**src/rtl/lt_pkg.sv**
```systemverilog
package lt_pkg;

  typedef enum logic {
    CH_VOLT = 1'b0,
    CH_CURR = 1'b1
  } lt_chan_e;

  typedef enum logic {
    DIR_RISE = 1'b0,
    DIR_FALL = 1'b1
  } lt_dir_e;

  // Retained relation of the last accepted sample to the threshold
  typedef struct packed {
    logic seen;
    logic above;
  } lt_hist_t;

  localparam int unsigned LT_NCH = 2;

endpackage

```
**src/rtl/lt_rst_sync.sv**
```systemverilog
module lt_rst_sync #(
  parameter int unsigned STAGES = 2
) (
  input  logic clk,
  input  logic rst_n,
  output logic rst_sync_n
);

  logic [STAGES-1:0] chain_q;
  logic [STAGES-1:0] chain_d;

  always_comb begin
    chain_d = {chain_q[STAGES-2:0], 1'b1};
  end

  always_ff @(posedge clk or negedge rst_n) begin
    if (!rst_n) begin
      chain_q <= '0;
    end else begin
      chain_q <= chain_d;
    end
  end

  assign rst_sync_n = chain_q[STAGES-1];

endmodule

```
**src/rtl/lt_magnitude.sv**
```systemverilog
module lt_magnitude #(
  parameter int unsigned SMP_W = 8
) (
  input  logic [SMP_W-1:0] smp_i,
  output logic [SMP_W-2:0] mag_o
);

  logic [SMP_W-1:0] negated;

  always_comb begin
    negated = {SMP_W{1'b0}} - smp_i;
    if (!smp_i[SMP_W-1]) begin
      mag_o = smp_i[SMP_W-2:0];
    end else if (smp_i[SMP_W-2:0] == '0) begin
      // most negative code saturates to the largest magnitude
      mag_o = '1;
    end else begin
      mag_o = negated[SMP_W-2:0];
    end
  end

endmodule

```
**src/rtl/lt_cross_track.sv**
```systemverilog
module lt_cross_track
  import lt_pkg::*;
#(
  parameter int unsigned SMP_W = 8
) (
  input  logic             clk,
  input  logic             rst_n,
  input  logic             cfg_sel,
  input  logic             cfg_dir,
  input  logic             smp_vld,
  input  logic [SMP_W-2:0] smp_mag,
  input  logic [SMP_W-1:0] thresh,
  output logic             cross_evt
);

  logic     sel_q, sel_d;
  logic     dir_q, dir_d;
  logic     cfg_en;
  lt_hist_t hist_q, hist_d;
  logic     hist_en;
  logic     cfg_chg;
  logic     above_now;
  logic     rise_hit, fall_hit;

  always_comb begin
    cfg_chg   = (cfg_sel != sel_q) || (cfg_dir != dir_q);
    above_now = {1'b0, smp_mag} > thresh;
    sel_d     = cfg_sel;
    dir_d     = cfg_dir;
    cfg_en    = cfg_chg;

    hist_d  = hist_q;
    hist_en = cfg_chg || smp_vld;
    if (cfg_chg) begin
      hist_d.seen  = 1'b0;
      hist_d.above = 1'b0;
    end else if (smp_vld) begin
      hist_d.seen  = 1'b1;
      hist_d.above = above_now;
    end

    rise_hit  = !hist_q.above && above_now;
    fall_hit  = hist_q.above && !above_now;
    cross_evt = smp_vld && !cfg_chg && hist_q.seen &&
                ((cfg_dir == DIR_FALL) ? fall_hit : rise_hit);
  end

  always_ff @(posedge clk or negedge rst_n) begin
    if (!rst_n) begin
      sel_q <= CH_VOLT;
      dir_q <= DIR_RISE;
    end else if (cfg_en) begin
      sel_q <= sel_d;
      dir_q <= dir_d;
    end
  end

  always_ff @(posedge clk or negedge rst_n) begin
    if (!rst_n) begin
      hist_q <= '0;
    end else if (hist_en) begin
      hist_q <= hist_d;
    end
  end

endmodule

```
**src/rtl/lt_flag_ctl.sv**
```systemverilog
module lt_flag_ctl (
  input  logic clk,
  input  logic rst_n,
  input  logic cross_evt,
  input  logic flag_clr,
  input  logic irq_en,
  output logic flag,
  output logic irq
);

  logic flag_q, flag_d, flag_en;

  always_comb begin
    flag_en = cross_evt || flag_clr;
    // a new crossing outranks a clear in the same cycle
    flag_d  = cross_evt;
  end

  always_ff @(posedge clk or negedge rst_n) begin
    if (!rst_n) begin
      flag_q <= 1'b0;
    end else if (flag_en) begin
      flag_q <= flag_d;
    end
  end

  assign flag = flag_q;
  assign irq  = flag_q & irq_en;

endmodule

```
**src/rtl/line_thresh_det.sv**
```systemverilog
module line_thresh_det
  import lt_pkg::*;
#(
  parameter int unsigned SMP_W = 8
) (
  input  logic             clk,
  input  logic             rst_n,
  input  logic [SMP_W-1:0] volt_smp,
  input  logic             volt_vld,
  input  logic [SMP_W-1:0] curr_smp,
  input  logic             curr_vld,
  input  logic             sel_curr,
  input  logic             dir_fall,
  input  logic [SMP_W-1:0] thresh,
  input  logic             flag_clr,
  input  logic             irq_en,
  output logic             flag,
  output logic             irq
);

  localparam int unsigned MAG_W = SMP_W - 1;

  logic                          rst_sync_n;
  logic [LT_NCH-1:0][SMP_W-1:0]  smp_arr;
  logic [LT_NCH-1:0][MAG_W-1:0]  mag_arr;
  logic [LT_NCH-1:0]             vld_arr;
  logic [MAG_W-1:0]              mag_sel;
  logic                          vld_sel;
  logic                          cross_evt;

  lt_rst_sync #(.STAGES(2)) u_rst (
    .clk        (clk),
    .rst_n      (rst_n),
    .rst_sync_n (rst_sync_n)
  );

  always_comb begin
    smp_arr[CH_VOLT] = volt_smp;
    smp_arr[CH_CURR] = curr_smp;
    vld_arr[CH_VOLT] = volt_vld;
    vld_arr[CH_CURR] = curr_vld;
  end

  for (genvar ch = 0; ch < LT_NCH; ch++) begin : g_mag
    lt_magnitude #(.SMP_W(SMP_W)) u_mag (
      .smp_i (smp_arr[ch]),
      .mag_o (mag_arr[ch])
    );
  end

  always_comb begin
    mag_sel = mag_arr[sel_curr];
    vld_sel = vld_arr[sel_curr];
  end

  lt_cross_track #(.SMP_W(SMP_W)) u_track (
    .clk       (clk),
    .rst_n     (rst_sync_n),
    .cfg_sel   (sel_curr),
    .cfg_dir   (dir_fall),
    .smp_vld   (vld_sel),
    .smp_mag   (mag_sel),
    .thresh    (thresh),
    .cross_evt (cross_evt)
  );

  lt_flag_ctl u_flag (
    .clk       (clk),
    .rst_n     (rst_sync_n),
    .cross_evt (cross_evt),
    .flag_clr  (flag_clr),
    .irq_en    (irq_en),
    .flag      (flag),
    .irq       (irq)
  );

endmodule

```
**config.mk**
```make
export PLATFORM = sky130hd
export DESIGN_NAME = line_thresh_det
export DESIGN_NICKNAME = d
export VERILOG_FILES = /design/src/rtl/lt_pkg.sv /design/src/rtl/lt_rst_sync.sv /design/src/rtl/lt_magnitude.sv /design/src/rtl/lt_cross_track.sv /design/src/rtl/lt_flag_ctl.sv /design/src/rtl/line_thresh_det.sv
export SDC_FILE = /design/constraint.sdc
export NUM_CORES = 1
export LEC_CHECK = 0
export CAP_MARGIN = 20
export CORE_MARGIN = 4
export CORE_UTILIZATION = 42
export CTS_CLUSTER_DIAMETER = 50
export DETAILED_ROUTE_END_ITERATION = 10
export MAX_ROUTING_LAYER = met4
export PLACE_DENSITY = 0.84
export SYNTH_ARGS = -nofsm -noshare
export SYNTH_HDL_FRONTEND = slang
export SYNTH_SLANG_ARGS = --single-unit
```
**constraint.sdc**
```tcl
create_clock -name clk -period 0.8 [get_ports clk]
set_input_delay 0.12 -clock clk [delete_from_list [all_inputs] [get_ports clk]]
set_output_delay 0.12 -clock clk [all_outputs]
set_load 0.05 [all_outputs]
```
# Yosys cells after proc, flatten, opt, wreduce, memory -nomap -nowiden
# Cells that the tools add are included.
totals:
  out_inout_bits: 2
  ff_bits: 7
  elab_cells: 39
classes:
  bitwise: 1
  magnitude_cmp: 2
  addsub: 2
  mux: 11
  n_eq_ne: 2
  n_reduce_logical: 15
op_table:
  columns: ["operator", "n"]
  rows:
  - ["7-bit two-way mux", 6]
  - ["7-bit logical NOT", 2]
  - ["1-bit by 7-bit subtractor with 7-bit output, first input constant", 2]
  - ["7-bit by 8-bit > comparator with 1-bit output", 1]
  - ["1-bit logical AND", 5]
  - ["2-bit two-way mux", 2]
  - ["1-bit logical NOT", 3]
  - ["1-bit logical OR", 3]
  - ["1-bit two-way mux", 3]
  - ["1-bit by 2-bit less-than comparator with 1-bit output, second input constant", 1]
  - ["1-bit inequality test", 2]
  - ["2-bit AND reduction", 1]
  - ["2-bit nonzero test", 1]
  - ["1-bit AND", 1]

# Longest topological paths before layout
depth:
  ltp_word: 11
  depth_mapped: 13

# Cells and area by module
# Synthesis repeated with hierarchy kept, for this count alone.
unflattened:
  cells_unflattened: 126
  area_unflattened_um2: 989.7
modules_own_cells:
  columns: ["module", "area_each_um2", "cells_per_inst", "instances"]
  rows:
  - ["lt_magnitude", 198.9, 33, 2]
  - ["lt_cross_track", 364.1, 44, 1]
  - ["line_thresh_det", 131.4, 9, 1]
  - ["lt_rst_sync", 53.8, 3, 1]
  - ["lt_flag_ctl", 42.5, 4, 1]

# Worst setup path after synthesis
# No wires, ideal clock.
synth_path:
  path_kind: "input -> register"
  startpoint: "input curr_smp[0]"
  endpoint: "register u_flag.flag_q, in the netlist u_flag.flag"
  arrival_ps: 2431
  setup_ps: 69
  required_time_ps: 731
  cell_stages: 13
  path_slack_ps: -1700
  cell_sequence: "inv_1 > ha_1 > or3b_4 > nor4_4 > o41a_1 > o21ai_0 > a22oi_1 > ha_1 > a21o_1 > a21oi_1 > nor3_1 > or4_1 > nand3_1"
synth_between:
  elab_chain_len: 11
  word_cells_on_any_way: 13
synth_lines:
  columns: ["item", "line_no", "rtl"]
  rows:
  - ["start: declaration", "line_thresh_det.sv:10", "input logic [SMP_W-1:0] curr_smp,"]
  - ["1-bit by 7-bit subtractor with 7-bit output or 7-bit logical NOT (tied branches)", "lt_magnitude.sv:11, lt_magnitude.sv:14", null]
  - ["7-bit two-way mux", "lt_magnitude.sv:14", "end else if (smp_i[SMP_W-2:0] == '0) begin"]
  - ["7-bit two-way mux (*)", "lt_magnitude.sv:12", "if (!smp_i[SMP_W-1]) begin"]
  - ["7-bit two-way mux (implied by the code) (*) (2 in a row)", "line_thresh_det.sv:52", "mag_sel = mag_arr[sel_curr];"]
  - ["7-bit by 8-bit > comparator with 1-bit output (*)", "lt_cross_track.sv:27", "above_now = {1'b0, smp_mag} > thresh;"]
  - ["1-bit logical NOT", "lt_cross_track.sv:43", "fall_hit = hist_q.above && !above_now;"]
  - ["1-bit logical AND", "lt_cross_track.sv:43", null]
  - ["1-bit two-way mux (*)", "lt_cross_track.sv:45", "((cfg_dir == DIR_FALL) ? fall_hit : rise_hit);"]
  - ["1-bit logical AND (*)", "lt_cross_track.sv:44", "cross_evt = smp_vld && !cfg_chg && hist_q.seen &&"]
  - ["1-bit logical OR", "lt_flag_ctl.sv:14", "flag_en = cross_evt || flag_clr;"]
  - ["end signal: assignment", "lt_flag_ctl.sv:23", "flag_q <= flag_d;"]
  - ["end: declaration", "lt_flag_ctl.sv:11", "logic flag_q, flag_d, flag_en;"]
# Every way passes the cells marked *; elsewhere a longest branch is shown, timed or not. The select of a mux whose other input is x is not followed.
# A chain may end at the register's enable or synchronous reset.

# Worst setup path after layout
layout_path:
  startpoint: "input curr_smp[3]"
  endpoint: "register u_track.hist_q[0] (netlist bit)"
layout_between:
  elab_chain_len: 8
  word_cells_on_any_way: 9
layout_lines:
  columns: ["item", "line_no", "rtl"]
  rows:
  - ["1-bit by 7-bit subtractor with 7-bit output or 7-bit logical NOT (tied branches)", "lt_magnitude.sv:11, lt_magnitude.sv:14", null]
  - ["7-bit two-way mux", "lt_magnitude.sv:14", null]
  - ["7-bit two-way mux (*)", "lt_magnitude.sv:12", null]
  - ["7-bit two-way mux (implied by the code) (*) (2 in a row)", "line_thresh_det.sv:52", null]
  - ["7-bit by 8-bit > comparator with 1-bit output (*)", "lt_cross_track.sv:27", null]
  - ["2-bit two-way mux (*)", "lt_cross_track.sv:37", "end else if (smp_vld) begin"]
  - ["2-bit two-way mux (*)", "lt_cross_track.sv:34", "if (cfg_chg) begin"]
  - ["end signal: assignment", "lt_cross_track.sv:62", "hist_q <= hist_d;"]
  - ["end: declaration", "lt_cross_track.sv:19", "lt_hist_t hist_q, hist_d;"]
# Marks and branches as above.

==> impl_metrics.env <==
export IMPL_synth_seq_cells=7
export IMPL_peakVddDrop_uv=1268
export IMPL_path_max_fanout=4
export IMPL_setup_slack_ps=-1852
export IMPL_crit_path_cell_trace="clkdlybuf4s15_1, or3b_4, nor4_4, buf_4, o21a_1, o21ai_1, a22oi_2, ha_1, nand4_1, nor2_2, buf_4, a211oi_2, buf_4, o21ai_1, a21oi_1"
export IMPL_fp_dieH_um=52.41
export IMPL_end_kind="register"
export IMPL_max_freq_ghz=0.3771
export IMPL_cts_clk_slew_worst_paths_ps=60
export IMPL_min_delay_path_class="in -> async"
export IMPL_ys_warn_count=0
export IMPL_ios=34
export IMPL_vias=1201
export IMPL_ys_seq_area_share_pct=21.15
export IMPL_synth_edf_count=0
export IMPL_p_clk_share_pct=21.4
export IMPL_gp_congestion=0.8989
export IMPL_p_total_uw=1544
export IMPL_fill_cells=76
export IMPL_netlist_instances=105
export IMPL_route_final_wire_length_um=4448
export IMPL_start_kind="input pin"
export IMPL_synth_area_um2=828.3
export IMPL_syn_nets=146
export IMPL_core_area_um2=1802
export IMPL_grt_pass1_wl_um=5416
export IMPL_p_per_area_nw_per_um2=935.6
export IMPL_violations="negative setup slack"
export IMPL_slew_violations=0
export IMPL_vias_per_cell=6.128
export IMPL_clock_sinks=7
export IMPL_hold_violations=0
export IMPL_totalNegativeSetupSlack_ps=-4295
export IMPL_period_needed_ps=2652
export IMPL_cpPeakStageDelay_ps=450
export IMPL_insertedDiodeCount=0
export IMPL_cts_max_path_buffers=2
export IMPL_htreeDepth=1
export IMPL_grt_pass1_vias=1179
export IMPL_ff2ff_setup_slack_ps=-700
export IMPL_fin_worst_skew_ps=14.29
export IMPL_reg2regPathDepth=4
export IMPL_required_ps=970
export IMPL_finalCritPeriodShare_pct=331.5
export IMPL_grt_max_degree=14
export IMPL_drive_above_1_share_pct=43.27
export IMPL_avgSynthCellArea_um2=7.889
export IMPL_synthArstFlopShare_pct=100.0
export IMPL_power_leakage_uw=0.0007481
export IMPL_hpwl_um=2240
export IMPL_postRouteAntennaNets=0
export IMPL_port_buffers=33
export IMPL_critPathMostFrequentCell="buf_4"
export IMPL_die_area_um2=2747
export IMPL_cts_buffers=3
export IMPL_clk_latency_ps=260
export IMPL_crit_arrival_ps=2820
export IMPL_antenna_found_initial=0
export IMPL_rsz0062_at_grt="yes"
export IMPL_p_switching_uw=553.4
export IMPL_cts_hold_buffers=0
export IMPL_path_class="in -> reg"
export IMPL_cts_tree="done"
export IMPL_dr_pass1_iters=5
export IMPL_preCtsSetupSlack_ps=-2496
export IMPL_power_frac_seq_pct=25.2
export IMPL_overflow=0
export IMPL_p_int_uw=990.6
export IMPL_p_sw_share_pct=35.84
export IMPL_cts_root_buf="clkbuf_4"
export IMPL_layout_nets=213
export IMPL_yosys_most_used_dff="dfrtp_1"
export IMPL_setup_viol=5
export IMPL_first_iter_violations=75
export IMPL_drcViolationCount=0
export IMPL_crit_slowest_cell="or3b_4"
export IMPL_drv_cap=0
export IMPL_status="complete, but fails checks"
export IMPL_wire_per_inst_um=22.69
export IMPL_combPwrFrac_pct=53.5
export IMPL_die_w_um=52.41
export IMPL_start_util_pct=45.97
export IMPL_rows=15
export IMPL_track_usage_pct=28.22
export IMPL_synth_cell_types=36
export IMPL_area_growth_pct=99.24
## repair_timing
| action | in CTS | in global routing |
|---|---|---|
| pin swaps | 28 | 21 |
| setup buffers | 7 | 4 |
| resized for setup | 46 | 22 |
| endpoints found under the hold margin | 0 | 0 |
| endpoints found under the setup margin | 5 | 5 |
## sequential cells by signal, indices dropped and copies added, names as in the netlist
name	cells
u_flag.flag	1
u_track.hist_q	2
u_track.dir_q	1
u_rst.chain_q	2
u_track.sel_q	1
## synth_stat cells, drive strengths merged, types with 2 or more instances
| cell | instances | area (um2) |
|---|---|---|
| inv | 12 | 45.04 |
| o21ai | 10 | 50.04 |
| ha | 9 | 112.6 |
| dfrtp | 7 | 175.2 |
| nand2 | 7 | 26.28 |
| nor2 | 5 | 18.77 |
| a21oi | 4 | 20.02 |
| a22oi | 4 | 30.03 |
| clkbuf | 4 | 15.01 |
| nand3 | 4 | 20.02 |
| xnor2 | 4 | 35.03 |
| nand2b | 3 | 18.77 |
| o21a | 3 | 22.52 |
| o311ai | 3 | 26.28 |
| nand4 | 2 | 12.51 |
| nor2b | 2 | 12.51 |
| nor3 | 2 | 10.01 |
| nor4 | 2 | 27.53 |
| o211ai | 2 | 15.01 |
| xor2 | 2 | 17.52 |
## worst max-delay path, delay by kind of cell
family                     cells  cell delay (ps)
AOI/OAI and AO/OA              6              850
and+or+nand+nor                4              850
adders and majority gates      1              290
buffers and inverters          4              710
## metrics by stage
step	utilization (%)	instance area (um2)	hold WS, ps	std cells
final	91.60	1650	29.84	196
after global routing	91.60	1650	10.62	196
after CTS	85.69	1544	23.04	192
after detailed placement	77.99	1405	85.28	181
after global placement	77.99	1405	76.65	181
after floorplan	-	873.3	-175.6	105
## path summary, 6_finish.rpt
check | from | to
worst max-delay path | curr_smp[3] | u_track.hist_q[0]
worst min-delay path | rst_n | u_rst.chain_q[1]
worst max register to register | u_track.sel_q | u_flag.flag
worst min register to register | u_rst.chain_q[1] | u_flag.flag
max in group asynchronous | u_rst.chain_q[1] | u_track.sel_q
min in group clk | sel_curr | u_track.sel_q
## cell usage in the layout, fill, tap and decap left out, types with 2 or more instances in the layout
| cell | netlist | routed |
|---|---|---|
| nand2_1 | 7 | 5 |
| ha_1 | 9 | 6 |
| xnor2_1 | 4 | 2 |
| dlymetal6s2s_1 | 0 | 2 |
| nand4_1 | 2 | 2 |
| nor4_4 | 1 | 2 |
| o21ai_2 | 0 | 2 |
| nand3_1 | 4 | 4 |
| o211ai_1 | 2 | 2 |
| clkdlybuf4s50_1 | 0 | 16 |
| dfrtp_1 | 7 | 7 |
| o311ai_1 | 0 | 2 |
| o21ai_0 | 9 | 3 |
| o21ai_1 | 1 | 5 |
| dlygate4sd2_1 | 0 | 8 |
| inv_1 | 12 | 8 |
| xor2_1 | 2 | 2 |
| inv_2 | 0 | 2 |
| clkdlybuf4s15_1 | 0 | 2 |
| nor2_2 | 0 | 3 |
| nand2b_1 | 3 | 3 |
| buf_6 | 0 | 4 |
| ha_4 | 0 | 3 |
| nor2_1 | 5 | 2 |
| clkbuf_4 | 0 | 3 |
| o21a_1 | 3 | 3 |
| buf_4 | 0 | 30 |
| nor2b_1 | 2 | 2 |
| xnor2_2 | 0 | 2 |
| a22oi_2 | 0 | 4 |
| buf_12 | 0 | 3 |
| a21oi_2 | 0 | 3 |
## power groups by stage
stage,combinational (uW),clock (uW),sequential [uW]
6_report,825,330,388
2_1_floorplan,280,0,388
3_5_place_dp,622,0,391
3_3_place_gp,590,0,389
4_1_cts,663,331,386
5_1_grt,870,368,390
## layout make-up
type	count	area [um2]	area share (%)
Multi-Input combinational cell	82	747.0	45.26
Sequential cell	7	175.2	10.61
Clock buffer	4	26.28	1.592
Tap cell	25	31.28	1.895
Inverter	12	60.06	3.639
Timing Repair Buffer	66	610.6	37.00
## kinds of logic (layout without fill, tap and decap cells)
| logic type | after synthesis | in the layout | share of synthesized area [%] |
|---|---|---|---|
| flops | 7 | 7 | 21.15 |
| fa+ha+maj | 9 | 9 | 13.60 |
| other cells | 1 | 1 | 0.4527 |
| simple gates | 32 | 32 | 22.51 |
| mux | 1 | 1 | 1.812 |
| xor+xnor | 6 | 6 | 6.344 |
| compound gates | 33 | 33 | 26.89 |
| buf+inv | 16 | 82 | 7.250 |
## metal layers
metal	routed length [um]	track usage, %	up-vias
met2	2071	47.31	107
met3	430	6.268	40
met4	338	12.77	0
met5	0	-	-
met1	1608	31.83	538
li1	-	-	516
(Power assumes the default switching activity.)
